### src/rtl/busclr_pkg.sv
package busclr_pkg;

   typedef enum logic [2:0] {
      ST_IDLE     = 3'd0,
      ST_PREP     = 3'd1,
      ST_LOW      = 3'd2,
      ST_HIGH     = 3'd3,
      ST_STOP_LOW = 3'd4,
      ST_STOP_REL = 3'd5
   } busclr_state_e;

   // phases in one run besides the clock pulses: prep, stop-low, stop-release
   localparam int unsigned EXTRA_PHASES = 3;

   function automatic int unsigned run_phases(input int unsigned pulses);
      return 2 * pulses + EXTRA_PHASES;
   endfunction

endpackage

### src/rtl/busclr_sync.sv
module busclr_sync #(
   parameter int unsigned STAGES = 2
) (
   input  logic clk,
   input  logic rst_n,
   input  logic d_i,
   output logic q_o
);

   if (STAGES > 4) begin : g_bad_stages
      $error("busclr_sync: STAGES must be 0..4");
   end

   if (STAGES == 0) begin : g_direct
      assign q_o = d_i;
   end else begin : g_chain
      logic [STAGES-1:0] chain_q;
      always_ff @(posedge clk or negedge rst_n) begin
         if (!rst_n) begin
            chain_q <= '1;
         end else begin
            chain_q <= {chain_q[STAGES-1:0], d_i} >> 0;
         end
      end
      assign q_o = chain_q[STAGES-1];
   end

endmodule

### src/rtl/busclr_timer.sv
module busclr_timer #(
   parameter int unsigned CNT_W = 16
) (
   input  logic             clk,
   input  logic             rst_n,
   input  logic             load_i,
   input  logic [CNT_W-1:0] load_val_i,
   output logic             expire_o
);

   if (CNT_W < 1) begin : g_bad_width
      $error("busclr_timer: CNT_W must be at least 1");
   end

   logic [CNT_W-1:0] cnt_q;

   always_ff @(posedge clk or negedge rst_n) begin
      if (!rst_n) begin
         cnt_q <= '0;
      end else if (load_i) begin
         cnt_q <= load_val_i - CNT_W'(1);
      end else if (cnt_q != '0) begin
         cnt_q <= cnt_q - CNT_W'(1);
      end
   end

   assign expire_o = (cnt_q == '0);

   AST_LOAD_NONZERO: assert property (@(posedge clk) disable iff (!rst_n)
      load_i |-> (load_val_i != '0));

   AST_COUNT_DOWN: assert property (@(posedge clk) disable iff (!rst_n)
      (!load_i && !expire_o) |=> (cnt_q == $past(cnt_q) - CNT_W'(1)));

endmodule

### src/rtl/busclr_fsm.sv
module busclr_fsm
   import busclr_pkg::*;
#(
   parameter int unsigned NUM_PULSES = 9
) (
   input  logic clk,
   input  logic rst_n,
   input  logic start_i,
   input  logic expire_i,
   input  logic sda_s_i,
   output logic accept_o,
   output logic load_o,
   output logic scl_oe_o,
   output logic sda_oe_o,
   output logic busy_o,
   output logic done_o,
   output logic sda_free_o
);

   localparam int unsigned PC_W = (NUM_PULSES > 1) ? $clog2(NUM_PULSES) : 1;
   localparam logic [PC_W-1:0] LAST_PULSE = PC_W'(NUM_PULSES - 1);

   if (NUM_PULSES < 1) begin : g_bad_pulses
      $error("busclr_fsm: NUM_PULSES must be at least 1");
   end

   busclr_state_e   state_q, state_d;
   logic [PC_W-1:0] pc_q, pc_d;
   logic            finish;

   always_comb begin
      state_d  = state_q;
      pc_d     = pc_q;
      load_o   = 1'b0;
      accept_o = 1'b0;
      finish   = 1'b0;
      unique case (state_q)
         ST_IDLE: begin
            if (start_i) begin
               state_d  = ST_PREP;
               pc_d     = '0;
               load_o   = 1'b1;
               accept_o = 1'b1;
            end
         end
         ST_PREP: begin
            if (expire_i) begin
               state_d = ST_LOW;
               load_o  = 1'b1;
            end
         end
         ST_LOW: begin
            if (expire_i) begin
               state_d = ST_HIGH;
               load_o  = 1'b1;
            end
         end
         ST_HIGH: begin
            if (expire_i) begin
               load_o = 1'b1;
               if (pc_q == LAST_PULSE) begin
                  state_d = ST_STOP_LOW;
               end else begin
                  state_d = ST_LOW;
                  pc_d    = pc_q + PC_W'(1);
               end
            end
         end
         ST_STOP_LOW: begin
            if (expire_i) begin
               state_d = ST_STOP_REL;
               load_o  = 1'b1;
            end
         end
         ST_STOP_REL: begin
            if (expire_i) begin
               state_d = ST_IDLE;
               finish  = 1'b1;
            end
         end
         default: state_d = ST_IDLE;
      endcase
   end

   always_ff @(posedge clk or negedge rst_n) begin
      if (!rst_n) begin
         state_q    <= ST_IDLE;
         pc_q       <= '0;
         scl_oe_o   <= 1'b0;
         sda_oe_o   <= 1'b0;
         busy_o     <= 1'b0;
         done_o     <= 1'b0;
         sda_free_o <= 1'b0;
      end else begin
         state_q  <= state_d;
         pc_q     <= pc_d;
         scl_oe_o <= (state_d == ST_LOW);
         sda_oe_o <= (state_d == ST_STOP_LOW);
         busy_o   <= (state_d != ST_IDLE);
         done_o   <= finish;
         if (finish) begin
            sda_free_o <= sda_s_i;
         end
      end
   end

   AST_DONE_SINGLE: assert property (@(posedge clk) disable iff (!rst_n)
      done_o |=> !done_o);

   AST_DONE_ENDS_BUSY: assert property (@(posedge clk) disable iff (!rst_n)
      done_o |-> (!busy_o && $past(busy_o)));

   AST_START_IGNORED: assert property (@(posedge clk) disable iff (!rst_n)
      (busy_o && start_i && !expire_i) |=> busy_o);

   AST_FREE_HELD: assert property (@(posedge clk) disable iff (!rst_n)
      !done_o |-> $stable(sda_free_o));

endmodule

### src/rtl/i2c_busclr_seq.sv
module i2c_busclr_seq
   import busclr_pkg::*;
#(
   parameter int unsigned CNT_W       = 16,
   parameter int unsigned NUM_PULSES  = 9,
   parameter int unsigned SYNC_STAGES = 2
) (
   input  logic             clk,
   input  logic             rst_n,
   input  logic             start_i,
   input  logic [CNT_W-1:0] half_cnt_i,
   input  logic             sda_in_i,
   output logic             scl_oe_o,
   output logic             sda_oe_o,
   output logic             busy_o,
   output logic             done_o,
   output logic             sda_free_o
);

   localparam int unsigned PHASES = run_phases(NUM_PULSES);
   localparam int unsigned CHK_W  = $clog2(NUM_PULSES + 2);

   if (PHASES < 5) begin : g_bad_phases
      $error("i2c_busclr_seq: at least one pulse is required");
   end

   logic             accept, load, expire, sda_s;
   logic [CNT_W-1:0] half_q, half_in, load_val;

   // zero half-period is promoted to a single cycle
   assign half_in  = (half_cnt_i == '0) ? CNT_W'(1) : half_cnt_i;
   assign load_val = accept ? half_in : half_q;

   always_ff @(posedge clk or negedge rst_n) begin
      if (!rst_n) begin
         half_q <= CNT_W'(1);
      end else if (accept) begin
         half_q <= half_in;
      end
   end

   busclr_sync #(.STAGES(SYNC_STAGES)) u_sync (
      .clk   (clk),
      .rst_n (rst_n),
      .d_i   (sda_in_i),
      .q_o   (sda_s)
   );

   busclr_timer #(.CNT_W(CNT_W)) u_timer (
      .clk        (clk),
      .rst_n      (rst_n),
      .load_i     (load),
      .load_val_i (load_val),
      .expire_o   (expire)
   );

   busclr_fsm #(.NUM_PULSES(NUM_PULSES)) u_fsm (
      .clk        (clk),
      .rst_n      (rst_n),
      .start_i    (start_i),
      .expire_i   (expire),
      .sda_s_i    (sda_s),
      .accept_o   (accept),
      .load_o     (load),
      .scl_oe_o   (scl_oe_o),
      .sda_oe_o   (sda_oe_o),
      .busy_o     (busy_o),
      .done_o     (done_o),
      .sda_free_o (sda_free_o)
   );

   // pulse tally used only by the checks below
   logic [CHK_W-1:0] rise_cnt_q;
   logic             scl_prev_q;
   always_ff @(posedge clk or negedge rst_n) begin
      if (!rst_n) begin
         rise_cnt_q <= '0;
         scl_prev_q <= 1'b0;
      end else begin
         scl_prev_q <= scl_oe_o;
         if (accept) begin
            rise_cnt_q <= '0;
         end else if (scl_oe_o && !scl_prev_q) begin
            rise_cnt_q <= rise_cnt_q + CHK_W'(1);
         end
      end
   end

   AST_IDLE_RELEASED: assert property (@(posedge clk) disable iff (!rst_n)
      !busy_o |-> (!scl_oe_o && !sda_oe_o));

   AST_NACK_RELEASED: assert property (@(posedge clk) disable iff (!rst_n)
      scl_oe_o |-> !sda_oe_o);

   AST_PULSE_TOTAL: assert property (@(posedge clk) disable iff (!rst_n)
      done_o |-> (rise_cnt_q == CHK_W'(NUM_PULSES)));

   AST_SCL_HOLD: assert property (@(posedge clk) disable iff (!rst_n)
      (busy_o && !expire) |=> $stable(scl_oe_o));

   AST_HALF_LATCHED: assert property (@(posedge clk) disable iff (!rst_n)
      (busy_o && !accept) |=> $stable(half_q));

endmodule

### config.mk
export PLATFORM = sky130hd
export DESIGN_NAME = i2c_busclr_seq
export DESIGN_NICKNAME = d
export VERILOG_FILES = /design/src/rtl/busclr_pkg.sv /design/src/rtl/busclr_sync.sv /design/src/rtl/busclr_timer.sv /design/src/rtl/busclr_fsm.sv /design/src/rtl/i2c_busclr_seq.sv
export SDC_FILE = /design/constraint.sdc
export NUM_CORES = 1
export LEC_CHECK = 0
export BUFFER_PORTS_ARGS = -buffer_cell sky130_fd_sc_hd__buf_2
export CORE_ASPECT_RATIO = 1.4
export CORE_MARGIN = 1
export CORE_UTILIZATION = 40
export DETAILED_ROUTE_END_ITERATION = 10
export HOLD_SLACK_MARGIN = 0.06
export PLACE_DENSITY_LB_ADDON = 0.08
export SLEW_MARGIN = 20
export SYNTH_ARGS = -nofsm -noshare
export SYNTH_HDL_FRONTEND = slang
export SYNTH_SLANG_ARGS = --single-unit
export TNS_END_PERCENT = 100
### constraint.sdc
create_clock -name clk -period 9.85 [get_ports clk]
set_clock_uncertainty 0.2 [all_clocks]
set_input_delay 1.97 -clock clk [delete_from_list [all_inputs] [get_ports clk]]
set_output_delay 1.97 -clock clk [all_outputs]
set_load 0.1 [all_outputs]
==> results of run 1 <==
-- state kept, by name (all words and copies together) (netlist names), 2 cells and up --
register and flops:
half_q 16, u_fsm.pc_q 4, u_fsm.state_q 3, u_sync.g_chain.chain_q 2
u_timer.cnt_q 16
-- routing by layer --
layer / wire length (um) / global-route usage (%) / vias up
met2: 3190 / 34.1 / 43
met3: 189 / 2.58 / 13
li1: - / - / 1083
met1: 2630 / 22.7 / 1054
met5: 0 / 0 / -
met4: 165 / 7.69 / 0
-- area by class of cell --
type / count / area (um^2) / share of cell area, %
flip-flops and latches: 46 / 1150 / 39.7
repair buffers: 26 / 138 / 4.74
clock buffers: 6 / 82.6 / 2.84
inverters: 7 / 26.3 / 0.904
clock inverters: 2 / 12.5 / 0.430
well taps: 72 / 90.1 / 3.10
multi-input cells: 228 / 1400 / 48.3
-- power breakdown --
group	switching, mW	internal (mW)	leakage (nW)
combinational	0.104	0.0751	0.662
sequential	0.0342	0.232	0.565
clock	0.0666	0.0565	0.0472
-- stage by stage --
stage	power, mW	area [um^2]	hold slack, ps	util (%)
after global routing	0.608	2910	170	46.2
after CTS	0.573	2900	164	46.1
after floorplan	0.399	2640	145	-
final	0.568	2910	163	46.2
after global placement	0.445	2810	151	44.6
after detailed placement	0.447	2810	147	44.6
-- final timing paths --
kind                       cells past startpoint                                  end  slack (ps)                                 from
max                                            9        u_timer.cnt_q[10]$_DFFE_PN0P_        5250                              start_i
min                                            0  u_sync.g_chain.chain_q[1]$_DFF_PN1_         160  u_sync.g_chain.chain_q[0]$_DFF_PN1_
max reg2reg                                    8        u_timer.cnt_q[10]$_DFFE_PN0P_        5770         u_timer.cnt_q[3]$_DFFE_PN0P_
min reg2reg                                    0  u_sync.g_chain.chain_q[1]$_DFF_PN1_         160  u_sync.g_chain.chain_q[0]$_DFF_PN1_
max in group asynchronous                      1            u_fsm.pc_q[1]$_DFFE_PN0P_        7580                                rst_n
min in group asynchronous                      1                  half_q[9]$_DFF_PN0_        1450                                rst_n
-- cells by family (layout without fill, tap and decap cells) --
| logic type | Yosys count | after routing | share of synthesized area [%] |
|---|---|---|---|
| and+or+nand+nor | 149 | 149 | 28.7 |
| AOI/OAI and AO/OA | 48 | 48 | 12.4 |
| DFF | 46 | 46 | 43.8 |
| buffers and inverters | 20 | 41 | 3.32 |
| muxes | 19 | 19 | 7.40 |
| xor gates and xnor gates | 9 | 9 | 2.99 |
| adders and majority gates | 3 | 3 | 1.42 |
-- synthesized netlist by cell type (3+ instances only) --
| cell | number | area share, % |
|---|---|---|
| nor4_1 | 5 | 1.2 |
| xnor2_1 | 5 | 1.7 |
| or3_1 | 9 | 2.1 |
| o21ai_0 | 13 | 2.5 |
| mux2i_1 | 15 | 5.7 |
| mux2_2 | 4 | 1.7 |
| dfstp_2 | 3 | 3.0 |
| xor2_1 | 4 | 1.3 |
| ha_1 | 3 | 1.4 |
| clkbuf_1 | 10 | 1.4 |
| a21oi_1 | 10 | 1.9 |
| a211oi_1 | 3 | 0.85 |
| dfrtp_1 | 43 | 41 |
| or4_1 | 4 | 1.1 |
| nand3_1 | 8 | 1.5 |
| o31ai_1 | 4 | 1.1 |
| nor2_1 | 34 | 4.8 |
| nand2_1 | 55 | 7.8 |
| nor3_1 | 11 | 2.1 |
| inv_1 | 7 | 1.0 |
-- worst max-delay path: cells and delay by family --
| kind | cells | cell delay, ps |
|---|---|---|
| and+or+nand+nor | 3 | 1110 |
| buffers and inverters | 2 | 370 |
| adders and majority gates | 1 | 440 |
| AOI/OAI and AO/OA | 2 | 400 |
| muxes | 1 | 290 |
==> impl_metrics.csv, run 1 <==
group,metric,value,unit
power,peakVddDrop,75.6,uV
drt,routedWlPerCell,15.9,um
synthesis,ys.flop_type,"dfrtp_1",
drt,first_iter_violations,91,
critical_path,path_class,"primary input to flip-flop",
clock_tree,cts_resized,0,
synthesis,syn-num-nets,317,
critical_path,crit_fanout,36,
clock_tree,cts_setup_buffers,0,
clock_tree,cts_made_buffers,5,
synthesis,ys.warnings.count,0,
sta,max_freq,0.218,GHz
clock_tree,htreeDepth,2,
clock_tree,insertion_delay,300,ps
critical_path,required,9850,ps
sta,post-route-min-period,4600,ps
synthesis,netlist_area,2640,um^2
sta,post-route-period-util,46.7,%
sta,setup_viol,0,
synthesis,synth_cell_type_count,55,
placed_design,portBuffers,24,
grt,antenna_found_initial,0,
drt,via_per_inst,5.67,
finish,final_common_cell,"nand2_1",
finish,final_nets,337,
sta,final.setup.tns,0,ps
sta,relSlewSlack,33.0,%
floorplan,row_count,34,
power,powerDensity,195,nW/um^2
clock_tree,path_clk_slew,100,ps
placed_design,dp_hpwl,4430,um
sta,slew_viol_final,0,
status,violations,"DRC",
sta,fin_ws,5250,ps
sta,hold_viol_final,0,
synthesis,syn_area_per_cell,8.97,um^2
synthesis,syn_inst,294,
finish,diodes,0,
critical_path,cp-start-kind,"primary input",
status,outcome,"complete, but fails checks",
synthesis,ys_seq_area_share,43.8,%
clock_tree,ctsHoldBuffers,0,
finish,nFillCells,635,
sta,worst_pin_slew,1010,ps
drt,antenna_left,0,
finish,drive_gt1_share,15.9,%
clock_tree,tritoncts,"yes",
drt,route.detailed.drc,2,
floorplan,num_io_pins,25,
grt,groute.usage.overall,19.0,%
clock_tree,cts_num_sinks,46,
critical_path,cp_cell_sequence,"buf_2 > or4b_1 > buf_4 > o21ai_4 > mux2i_1 > ha_1 > or4b_2 > o31ai_1 > nor3_1",
placed_design,dp.cells,379,
placed_design,gp_congestion,0.789,
drt,first_pass_iters,7,
finish,area_growth,10.3,%
run,maxCapViolCount,0,
sta,rsz0062_at_grt,"no",
floorplan,die-area,6920,um^2
min_path,hold_path.class,"flip-flop to flip-flop",
floorplan,die_x,70.6,um
critical_path,cp-end-kind,"flip-flop",
finish,final_cell_mix,"55 x nand2_1, 43 x dfrtp_1, 34 x nor2_1",
placed_design,preCtsSetupSlack,4930,ps
critical_path,cp_slowest_cell,"or4b_2",
drt,drt_wl_total,6170,um
synthesis,synth_edf_count,0,
critical_path,max_stage_delay,620,ps
clock_tree,clock_path_buffers,2,
floorplan,coreArea,6300,um^2
floorplan,start_util,41.9,%
critical_path,critical_path_arrival,4590,ps
synthesis,synthArstFlopShare,100,%
grt,grt_pass1_vias,2097,
grt,grt_overflow,0,
grt,grt_max_degree,47,
floorplan,die_height,98.1,um
drt,via_count,2193,
clock_tree,root_buffer,"clkbuf_8",
power,leakagePower,1.27,nW
finish,final_cells,387,
grt,grt_pass1_wl,10200,um
synthesis,ys_ff_latch,46,
Power figures use the tool's default switching activity.
==> run 2: changes to the inputs <==
clock period = 4.1 ns   (was 9.85 ns; I/O delays follow)
==> run 2 against run 1 <==
The flow still finishes with violations (DRC). Sequential share of layout area is 0.41 points lower. Clock power is 120% higher. Utilization is 0.48 points higher. Register-to-register slack worse by 5100 ps. First-iteration DRC count is 23% lower. Final cell count is 1.6% higher. Total power is 140% higher. Hold slack worse by 2.6 ps. Critical path depth is 1 lower. Final area is 1.0% higher. Critical endpoint unchanged.
==> impl_metrics.csv, run 2 (synthesis results as in run 1) <==
group,metric,value,unit
finish,diodes,0,
power,leakagePower,1.30,nW
drt,route.detailed.drc,2,
sta,hold_viol_final,0,
run,maxCapViolCount,0,
grt,grt_pass1_wl,11000,um
sta,setup_viol,0,
placed_design,preCtsSetupSlack,584,ps
clock_tree,ctsHoldBuffers,0,
drt,first_iter_violations,70,
min_path,hold_path.class,"flip-flop to flip-flop",
critical_path,cp_common_cell,"or4_4",
clock_tree,htreeDepth,2,
finish,final_cell_mix,"55 x nand2_1, 43 x dfrtp_1, 34 x nor2_1",
drt,drt_wl_total,6500,um
clock_tree,cts_setup_buffers,0,
floorplan,num_io_pins,25,
floorplan,coreArea,6300,um^2
placed_design,gp_congestion,0.871,
drt,first_pass_iters,7,
drt,antenna_left,0,
critical_path,critical_path_arrival,3360,ps
sta,worst_pin_slew,614,ps
power,powerDensity,458,nW/um^2
critical_path,crit_fanout,5,
sta,rsz0062_at_grt,"no",
clock_tree,insertion_delay,290,ps
clock_tree,cts_resized,0,
floorplan,die_x,70.6,um
status,outcome,"complete, but fails checks",
critical_path,cp-end-kind,"flip-flop",
floorplan,die-area,6920,um^2
floorplan,row_count,34,
drt,routedWlPerCell,16.5,um
grt,grt_pass1_vias,2246,
status,violations,"DRC",
clock_tree,cts_made_buffers,5,
clock_tree,cts_num_sinks,46,
floorplan,start_util,41.9,%
sta,relSlewSlack,58.7,%
grt,grt_max_degree,47,
clock_tree,root_buffer,"clkbuf_8",
clock_tree,tritoncts,"yes",
sta,final.setup.tns,0,ps
placed_design,dp_hpwl,4890,um
drt,via_per_inst,5.65,
sta,post-route-min-period,3380,ps
sta,max_freq,0.296,GHz
critical_path,cp_cell_sequence,"or4_4 > or4_4 > o21ai_4 > mux2i_1 > ha_1 > or4b_2 > o31ai_1 > nor3_1",
finish,final_common_cell,"nand2_1",
finish,drive_gt1_share,16.5,%
sta,fin_ws,718,ps
finish,final_nets,343,
finish,area_growth,11.4,%
clock_tree,clock_path_buffers,2,
finish,reg_top3,"half_q x16, u_timer.cnt_q x16, u_fsm.pc_q x4",
power,peakVddDrop,198,uV
sta,post-route-period-util,82.5,%
critical_path,max_stage_delay,610,ps
drt,via_count,2221,
critical_path,required,4080,ps
grt,grt_overflow,0,
floorplan,die_height,98.1,um
grt,antenna_found_initial,0,
sta,slew_viol_final,0,
clock_tree,path_clk_slew,80,ps
critical_path,cp_slowest_cell,"or4_4",
critical_path,path_class,"flip-flop to flip-flop",
grt,groute.usage.overall,20.5,%
critical_path,cp-start-kind,"flip-flop",
placed_design,portBuffers,24,
## run 2: cell count changes in the layout (fill, tap and decap cells not counted)
| cell | previous run | this run |
|---|---|---|
| clkbuf_8 | 6 | 5 |
| clkbuf_1 | 0 | 3 |
| clkinvlp_4 | 1 | 0 |
| buf_4 | 3 | 9 |
| clkinv_2 | 1 | 0 |
## run 2: worst max-delay path, delay by kind of cell (launching register included)
family,cells,cell delay (ps)
compound gates,2,350
fa+ha+maj,1,200
flops,1,430
mux,1,250
simple gates,4,1840
## run 2: worst paths after layout
path,startpoint,endpoint,slack [ps],cells after the start
setup / recovery,u_timer.cnt_q[2]$_DFFE_PN0P_,u_timer.cnt_q[10]$_DFFE_PN0P_,720,8
hold / removal,u_sync.g_chain.chain_q[0]$_DFF_PN1_,u_sync.g_chain.chain_q[1]$_DFF_PN1_,160,0
setup reg to reg,u_timer.cnt_q[2]$_DFFE_PN0P_,u_timer.cnt_q[10]$_DFFE_PN0P_,720,8
hold reg to reg,u_sync.g_chain.chain_q[0]$_DFF_PN1_,u_sync.g_chain.chain_q[1]$_DFF_PN1_,160,0
max in group asynchronous,rst_n,u_timer.cnt_q[12]$_DFFE_PN0P_,2970,1
min in group asynchronous,rst_n,half_q[15]$_DFF_PN0_,330,1
## run 2: layout make-up
type                       instances  area [um^2]
inverter                           7         26.3
fill                             656         3360
sequential                        46         1150
multi-input combinational        228         1400
clock buffer                       8         80.1
tap                               72         90.1
timing repair buffer              32          183
## run 2: routing by layer
layer  GRT usage (%)  routed length [um]  vias up  share of wire [%]
li1                -                   -     1091                  -
met1            24.4                2810     1070                 43
met2            36.4                3340       43                 51
met3            3.10                 156       17                2.4
met4            8.92                 199        0                3.1
met5               0                   0        -                  0
## run 2: report_power, final
group	switching [mW]	internal [mW]
Clock	0.143	0.121
Combinational	0.255	0.184
Sequential	0.0825	0.558
## run 2: metrics by stage
step	util, %	cell area [um^2]	total power, mW	hold WS [ps]	std cells
after floorplan	-	2640	0.958	145	294
after global placement	45.3	2850	1.09	156	385
after detailed placement	45.3	2850	1.09	153	385
after CTS	46.6	2930	1.37	164	393
after global routing	46.6	2940	1.45	166	393
final	46.6	2940	1.34	160	393
